**config.mk**
```make
export PLATFORM = sky130hd
export DESIGN_NAME = spi_burst_master
export DESIGN_NICKNAME = d
export VERILOG_FILES = /design/src/rtl/spi_burst_pkg.sv /design/src/rtl/spi_burst_clkgen.sv /design/src/rtl/spi_burst_datapath.sv /design/src/rtl/spi_burst_master.sv
export SDC_FILE = /design/constraint.sdc
export NUM_CORES = 1
export LEC_CHECK = 0
export BUFFER_PORTS_ARGS = -buffer_cell sky130_fd_sc_hd__buf_2
export CAP_MARGIN = 20
export CORE_UTILIZATION = 28
export DETAILED_ROUTE_END_ITERATION = 8
export PLACE_DENSITY = 0.46
export SYNTH_ARGS = -nofsm -noshare
export SYNTH_HDL_FRONTEND = slang
export SYNTH_SLANG_ARGS = --single-unit
```
**constraint.sdc**
```tcl
create_clock -name clk -period 8.5 [get_ports clk]
set_input_delay 1.275 -clock clk [delete_from_list [all_inputs] [get_ports clk]]
set_output_delay 1.275 -clock clk [all_outputs]
set_load 0.01 [all_outputs]
```
**src/rtl/spi_burst_pkg.sv**
```systemverilog
package spi_burst_pkg;
    localparam int FRAME_W = 32;
    localparam int FRAMES  = 4;
    localparam int BUF_W   = FRAME_W * FRAMES;
    localparam int CS_N    = 4;
    localparam int DIV_W   = 8;
    localparam int DLY_W   = 8;
    localparam int MIN_LEN_M1 = 7;
    localparam int LEN_W   = $clog2(FRAME_W);
    localparam int FRM_W   = $clog2(FRAMES);
    localparam int SEL_W   = $clog2(CS_N);
    localparam int IDX_W   = $clog2(BUF_W);
    localparam int EDGE_W  = IDX_W + 1;

    typedef enum logic [1:0] {
        DIR_DUPLEX     = 2'd0,
        DIR_TX_ONLY    = 2'd1,
        DIR_RX_ONLY    = 2'd2,
        DIR_DUPLEX_ALT = 2'd3
    } dir_e;

    typedef enum logic [2:0] {
        ST_IDLE, ST_SETUP, ST_SHIFT, ST_HOLD, ST_GAP
    } seq_e;

    typedef struct packed {
        logic             cpol;
        logic             cpha;
        logic             lsb_first;
        logic [LEN_W-1:0] len_m1;
        logic [FRM_W-1:0] frames_m1;
        logic [DIV_W-1:0] div;
        logic [SEL_W-1:0] cs_sel;
        logic [DLY_W-1:0] hold;
        logic [DLY_W-1:0] gap;
        dir_e             dir;
    } xfer_cfg_t;

    function automatic logic dir_rx(dir_e d);
        return d != DIR_TX_ONLY;
    endfunction

    function automatic logic dir_tx(dir_e d);
        return d != DIR_RX_ONLY;
    endfunction

    // Index of the final SCLK edge: 2 * bits_per_frame * frames - 1
    function automatic logic [EDGE_W-1:0] final_edge(logic [LEN_W-1:0] l, logic [FRM_W-1:0] f);
        logic [EDGE_W:0] a;
        logic [EDGE_W:0] b;
        logic [EDGE_W:0] n;
        a = {{(EDGE_W+1-LEN_W){1'b0}}, l} + (EDGE_W+1)'(1);
        b = {{(EDGE_W+1-FRM_W){1'b0}}, f} + (EDGE_W+1)'(1);
        n = a * b;
        return EDGE_W'((n << 1) - (EDGE_W+1)'(1));
    endfunction
endpackage

```
**src/rtl/spi_burst_clkgen.sv**
```systemverilog
module spi_burst_clkgen
    import spi_burst_pkg::*;
(
    input  logic             clk,
    input  logic             rst,
    input  logic             run,
    input  logic             shifting,
    input  logic [DIV_W-1:0] div,
    input  logic             idle_pol,
    output logic             tick,
    output logic             sclk
);
    logic [DIV_W-1:0] cnt_q;

    assign tick = run && (cnt_q == div);

    always_ff @(posedge clk) begin
        if (rst) begin
            cnt_q <= '0;
            sclk  <= 1'b0;
        end else begin
            if (!run || tick) cnt_q <= '0;
            else              cnt_q <= cnt_q + 1'b1;
            if (!shifting)    sclk <= idle_pol;
            else if (tick)    sclk <= ~sclk;
        end
    end

    // the half-period counter never passes the divider
    a_r2_half_period: assert property (@(posedge clk) disable iff (rst)
        run |-> cnt_q <= div);
endmodule

```
**src/rtl/spi_burst_datapath.sv**
```systemverilog
module spi_burst_datapath
    import spi_burst_pkg::*;
(
    input  logic             clk,
    input  logic             rst,
    input  logic             load,
    input  logic [BUF_W-1:0] tx_word,
    input  logic             cpha,
    input  logic             lsb_first,
    input  logic [LEN_W-1:0] len_m1,
    input  logic [FRM_W-1:0] frames_m1,
    input  logic             tx_en,
    input  logic             rx_en,
    input  logic             edge_en,
    input  logic             miso,
    output logic             mosi,
    output logic [BUF_W-1:0] rx_word,
    output logic             last_edge
);
    logic [BUF_W-1:0]  tx_q;
    logic [LEN_W-1:0]  bit_q;
    logic [FRM_W-1:0]  frm_q;
    logic [EDGE_W-1:0] edge_q;
    logic [LEN_W-1:0]  phys;
    logic [IDX_W-1:0]  addr;
    logic              lead, smp, adv;

    always_comb begin
        phys = lsb_first ? bit_q : (len_m1 - bit_q);
        addr = {frm_q, phys};
        lead = ~edge_q[0];
        smp  = cpha ? ~lead : lead;
        adv  = cpha ? (lead && (edge_q != '0)) : ~lead;
    end

    assign mosi      = tx_en ? tx_q[addr] : 1'b0;
    assign last_edge = (edge_q == final_edge(len_m1, frames_m1));

    always_ff @(posedge clk) begin
        if (rst) begin
            tx_q    <= '0;
            rx_word <= '0;
            bit_q   <= '0;
            frm_q   <= '0;
            edge_q  <= '0;
        end else if (load) begin
            tx_q    <= tx_word;
            rx_word <= '0;
            bit_q   <= '0;
            frm_q   <= '0;
            edge_q  <= '0;
        end else if (edge_en) begin
            edge_q <= edge_q + 1'b1;
            if (smp && rx_en) rx_word[addr] <= miso;
            if (adv) begin
                if (bit_q == len_m1) begin
                    bit_q <= '0;
                    frm_q <= frm_q + 1'b1;
                end else begin
                    bit_q <= bit_q + 1'b1;
                end
            end
        end
    end

    // no edge is issued once the last frame has been consumed
    a_r4_frame_bound: assert property (@(posedge clk) disable iff (rst)
        edge_en |-> frm_q <= frames_m1);
    // the bit pointer stays inside the frame
    a_r5_bit_bound: assert property (@(posedge clk) disable iff (rst)
        edge_en |-> bit_q <= len_m1);
endmodule

```
**src/rtl/spi_burst_master.sv**
```systemverilog
module spi_burst_master
    import spi_burst_pkg::*;
(
    input  logic             clk,
    input  logic             rst,
    input  logic             cfg_cpol,
    input  logic             cfg_cpha,
    input  logic             cfg_lsb_first,
    input  logic [4:0]       cfg_len_m1,
    input  logic [1:0]       cfg_frames_m1,
    input  logic [7:0]       cfg_div,
    input  logic [1:0]       cfg_cs_sel,
    input  logic [3:0]       cfg_cs_inv,
    input  logic [7:0]       cfg_hold,
    input  logic [7:0]       cfg_gap,
    input  logic [1:0]       cfg_dir,
    input  logic             wr_en,
    input  logic [127:0]     wr_data,
    input  logic             rd_en,
    input  logic             miso,
    output logic             sclk,
    output logic             mosi,
    output logic [3:0]       cs_n,
    output logic [127:0]     rx_data,
    output logic             rx_full,
    output logic             tx_empty,
    output logic             xfer_done,
    output logic             overrun
);
    seq_e             st_q;
    xfer_cfg_t        cfg_q, cfg_in;
    logic [DLY_W-1:0] dly_q;
    logic             keep_q;
    logic             tick, last_edge, edge_en, cs_on, run, idle_pol;
    logic [BUF_W-1:0] rx_word;

    always_comb begin
        cfg_in.cpol      = cfg_cpol;
        cfg_in.cpha      = cfg_cpha;
        cfg_in.lsb_first = cfg_lsb_first;
        cfg_in.len_m1    = (cfg_len_m1 < LEN_W'(MIN_LEN_M1)) ? LEN_W'(MIN_LEN_M1) : cfg_len_m1;
        cfg_in.frames_m1 = cfg_frames_m1;
        cfg_in.div       = cfg_div;
        cfg_in.cs_sel    = cfg_cs_sel;
        cfg_in.hold      = cfg_hold;
        cfg_in.gap       = cfg_gap;
        cfg_in.dir       = dir_e'(cfg_dir);
    end

    assign run      = (st_q == ST_SETUP) || (st_q == ST_SHIFT);
    assign edge_en  = tick && (st_q == ST_SHIFT);
    assign cs_on    = run || (st_q == ST_HOLD);
    assign tx_empty = (st_q == ST_IDLE);
    assign idle_pol = (st_q == ST_IDLE) ? cfg_cpol : cfg_q.cpol;

    spi_burst_clkgen u_clk (
        .clk(clk), .rst(rst), .run(run), .shifting(st_q == ST_SHIFT),
        .div(cfg_q.div), .idle_pol(idle_pol), .tick(tick), .sclk(sclk)
    );

    spi_burst_datapath u_dp (
        .clk(clk), .rst(rst), .load(wr_en && tx_empty), .tx_word(wr_data),
        .cpha(cfg_q.cpha), .lsb_first(cfg_q.lsb_first), .len_m1(cfg_q.len_m1),
        .frames_m1(cfg_q.frames_m1), .tx_en(dir_tx(cfg_q.dir)), .rx_en(dir_rx(cfg_q.dir)),
        .edge_en(edge_en), .miso(miso), .mosi(mosi), .rx_word(rx_word), .last_edge(last_edge)
    );

    for (genvar i = 0; i < CS_N; i++) begin : g_cs
        assign cs_n[i] = (cs_on && (cfg_q.cs_sel == SEL_W'(i))) ? cfg_cs_inv[i] : ~cfg_cs_inv[i];
    end

    always_ff @(posedge clk) begin
        if (rst) begin
            st_q      <= ST_IDLE;
            cfg_q     <= '0;
            dly_q     <= '0;
            keep_q    <= 1'b0;
            rx_data   <= '0;
            rx_full   <= 1'b0;
            overrun   <= 1'b0;
            xfer_done <= 1'b0;
        end else begin
            xfer_done <= 1'b0;
            if (rd_en) begin
                rx_full <= 1'b0;
                overrun <= 1'b0;
            end
            case (st_q)
                ST_IDLE: if (wr_en) begin
                    cfg_q  <= cfg_in;
                    st_q   <= ST_SETUP;
                    keep_q <= rx_full && !rd_en;
                    if (rx_full && !rd_en && dir_rx(cfg_in.dir)) overrun <= 1'b1;
                end
                ST_SETUP: if (tick) st_q <= ST_SHIFT;
                ST_SHIFT: if (tick && last_edge) begin
                    st_q  <= ST_HOLD;
                    dly_q <= cfg_q.hold;
                end
                ST_HOLD: if (dly_q == '0) begin
                    st_q      <= ST_GAP;
                    dly_q     <= cfg_q.gap;
                    xfer_done <= 1'b1;
                    if (dir_rx(cfg_q.dir) && !keep_q) begin
                        rx_data <= rx_word;
                        rx_full <= 1'b1;
                    end
                end else begin
                    dly_q <= dly_q - 1'b1;
                end
                ST_GAP: if (dly_q == '0) st_q <= ST_IDLE;
                        else             dly_q <= dly_q - 1'b1;
                default: st_q <= ST_IDLE;
            endcase
        end
    end

    // never more than one chip-select pin at its active level
    a_r6_single_cs: assert property (@(posedge clk) disable iff (rst)
        $countones(cs_n ^ ~cfg_cs_inv) <= 1);
    // clock sits at the latched polarity once shifting ends
    a_r3_rest_level: assert property (@(posedge clk) disable iff (rst)
        (st_q == ST_HOLD || st_q == ST_GAP) |-> sclk == cfg_q.cpol);
    // no clock edge inside the setup bit period
    a_r2_setup_quiet: assert property (@(posedge clk) disable iff (rst)
        (st_q == ST_SETUP && $past(st_q) == ST_SETUP) |-> $stable(sclk));
    // completion is a single-cycle pulse
    a_r9_done_pulse: assert property (@(posedge clk) disable iff (rst)
        xfer_done |=> !xfer_done);
    // raising overrun never disturbs held receive data
    a_r11_keep_old: assert property (@(posedge clk) disable iff (rst)
        $rose(overrun) |-> $stable(rx_data));
    // receive-only transfers keep MOSI low
    a_r10_quiet_mosi: assert property (@(posedge clk) disable iff (rst)
        (cs_on && cfg_q.dir == DIR_RX_ONLY) |-> !mosi);
endmodule

```
==> metrics.txt <==
CTS Sinks=461; syn avg cell area=7.84 sq um; Hold Crit Class=flop to flop; H-tree Lvls=2; fin nets=2,940; Slew HR=between 10% and 20%; vias in the first global route=17,800; CP max stage delay=0.76 ns; critical path type=flop to output pin; top_reg_cell synth=dfxtp_1; number of remaining DRC errors=0; Seq/Total Area, Yosys=46.2%; hold path depth=2; synthesized flop and latch total=461; largest net degree at the start of global routing=103; CP top delay family=compound AO/OA/AOI/OAI gates; most frequent CP cell=buf_4; Critical Path Sink Type=output pin; Routed Antenna Nets=0; P_int=0.00424 W; number of flops mapped to enable cells by yosys=0; Worst-path clk slew=0.06 ns; Final Critical Period=6.10 ns; Gate power share=approximately 28%; Fillers=7,551; FF-to-FF path depth=14; row count=97; RSZ-0062 raised after global routing=no; maximum vdd drop=0.000134 V; Sequential Power Share=38.3%; DRT Pass-1 Iters=5; Routed WL=72,600 um; grt ovf=0; DIE AREA=72,400 sq um; Post-Syn Area=around 20,000 sq um; share of cells above drive strength 1=17.0%; pwr/cell area=276 nW/um^2; DP HPWL=50,100 um; Synth Warn #=0; DR vias/cell=5.02; post-CTS setup buffer count=0; CTS root buf=clkbuf_16; NetSw=0.00238 W; initial drt markers=1,285; Syn-to-layout area delta=20.0%; final hold vios=0; Layout Skew=0.0280 ns; Top Ports=313; # setup viols final=0; WP buf/inv=4; data required time of the critical path=about 7.2 ns; Slew @ Worst Pin=about 1.2 ns; sw frac=between 30 and 40%; Leakage=8.79 nW; status=completed; CTS tree=yes; # port buffers=312; CP max-delay cell=o21a_1; fmax=164 MHz; critical path arrival=around 4.8 ns; Post-synth ARST share=0%; Layout Utilization=around a third; Synth Instances=2,548; chip height=around 270 um; drt wl/cell=slightly below 20 um; startpoint types=flop; via count=about 19,000; hold_buf cts=0; CTS Buf Count=51; fin crit share=71.7%; GRT Overall Usage=19.4%; antenna violations before repair=6; core area=70,300 sq um; MaxCap Viol Count=0; Distinct cells, synth=78; CP Max Fanout=26; Worst path depth=13; crit path cell chain=buf_4 > ha_1 > inv_1 > fa_1 > xor2_2 > buf_4 > o21a_1 > mux2i_1 > a22o_1 > o31ai_1 > nand4_1 > a32oi_1 > buf_2; Clock Power Share=34.0%; post-cts sizing count=0; Setup TNS=0 ns; clock latency on the worst-skew pair=0.62 ns; Initial Util=between 20% and 30%; Slew Limit Fails=0; DIE WIDTH=about 270 um; Synthesized Nets=2,750; CTS Buffer Depth=3; first-pass GRT wire length=110,000 um; routability cong.=0.838
[worst min-delay path: stages (launching register included)]
cell     delay [ns]
dfxtp_1        0.32
nand2_1        0.06
a21oi_1        0.05
[registers in the layout, summed over array words and instances, names as in the netlist, 5 cells and up]
| register | cells |
|---|---|
| cfg_q | 38 |
| dly_q | 8 |
| rx_data | 128 |
| u_clk.cnt_q | 8 |
| u_dp.bit_q | 5 |
| u_dp.edge_q | 8 |
| u_dp.rx_word | 128 |
| u_dp.tx_q | 128 |
[metrics by stage]
step / power, W / hold WS, ns / setup WS, ns / cells / area (sq um)
finish: 0.00661 / 0.443 / 2.40 / 3724 / 24000
CTS: 0.00667 / 0.448 / 1.94 / 3717 / 23900
floorplan: 0.00379 / 0.428 / 4.34 / 2548 / 20000
detailed placement: 0.00440 / 0.439 / 2.62 / 3622 / 22200
global placement: 0.00437 / 0.433 / 2.63 / 3620 / 22100
global route: 0.00699 / 0.465 / 2.15 / 3723 / 24000
[power groups by stage]
stage / Sequential (W) / Combinational, W / Clock [W]
final: 0.00253 / 0.00183 / 0.00225
after global routing: 0.00255 / 0.00203 / 0.00240
after CTS: 0.00253 / 0.00183 / 0.00230
after detailed placement: 0.00258 / 0.00182 / 0
after global placement: 0.00259 / 0.00178 / 0
after floorplan: 0.00248 / 0.00132 / 0
[cell families after synthesis]
kind of cell	synth area share, %
buffers and inverters	4.94
AO/OA/AOI/OAI	19.6
multiplexers	2.66
AND/OR/NAND/NOR	22.2
adder cells (fa/ha/maj)	1.92
flip-flops	46.2
XOR/XNOR	2.49
[cell type report]
type	count	area, sq um	share of cell area, %
well taps	940	1180	4.91
inverters	28	105	0.439
flip-flops and latches	461	9230	38.5
diodes	4	10.0	0.0418
multi-input cells	1853	9860	41.2
clock buffers	78	1510	6.29
repair buffers	343	1870	7.80
clock inverters	17	208	0.867
[routing by layer]
| layer | GRT usage (%) | share of wire, % |
|---|---|---|
| met5 | 0 | 0.015 |
| met4 | 4.95 | 2.0 |
| met3 | 2.80 | 4.9 |
| met2 | 32.3 | 48 |
| met1 | 26.0 | 45 |
[final timing paths]
| check | start | end | slack (ns) |
|---|---|---|---|
| worst max register to register | cfg_q[28] | dly_q[4] | 4.18 |
| worst min register to register | u_dp.rx_word[72] | rx_data[72] | 0.44 |
| worst min-delay path | u_dp.rx_word[72] | rx_data[72] | 0.44 |
| worst max-delay path | u_dp.bit_q[0] | mosi | 2.40 |
[layout by cell type (no fill, tap or decap), types with 9 or more instances in the layout]
master | Yosys | layout
mux2i_1 | 34 | 34
nand3_1 | 131 | 131
buf_2 | 24 | 310
clkbuf_16 | 0 | 51
nor2b_1 | 15 | 15
a211oi_1 | 9 | 9
clkbuf_1 | 159 | 14
nor2_1 | 73 | 65
o21ai_0 | 133 | 133
inv_1 | 28 | 28
mux2_2 | 9 | 9
nand2b_1 | 16 | 16
dfxtp_1 | 461 | 461
xnor2_1 | 32 | 31
buf_4 | 8 | 27
xor2_1 | 23 | 23
a21oi_1 | 434 | 434
o211ai_1 | 10 | 10
clkbuf_8 | 0 | 13
ha_1 | 21 | 21
nand2_1 | 653 | 651
a31oi_1 | 9 | 9
nand4_1 | 34 | 34
o22ai_1 | 23 | 23
nor3_1 | 27 | 26
[synthesized netlist by cell type (all sizes together), types with 4 or more instances]
cell	number	area share (%)
a22o	5	0.22
a21oi	434	11
o22a	4	0.18
xnor2	32	1.4
o211ai	10	0.38
mux4	4	0.45
o22ai	23	0.72
and3	5	0.16
o32ai	8	0.35
fa	6	0.60
a22oi	7	0.29
nor4	7	0.25
nor2b	15	0.47
or2	9	0.28
nor3b	8	0.30
nor3	28	0.73
inv	28	0.53
clkbuf	160	3.0
nand3b	5	0.19
and2	17	0.54
a31oi	9	0.28
dfxtp	461	46
a21boi	4	0.15
nand2b	16	0.50
a211oi	9	0.34
nand2	653	12
o221ai	6	0.26
or3	7	0.24
mux2i	34	1.7
mux2	9	0.51
buf	46	1.4
nand4	34	1.1
xor2	24	1.1
nor2	73	1.4
nand3	131	3.3
o21ai	140	3.5
ha	21	1.3
o31ai	9	0.34
Note: power is estimated with default switching activity, not from simulation.
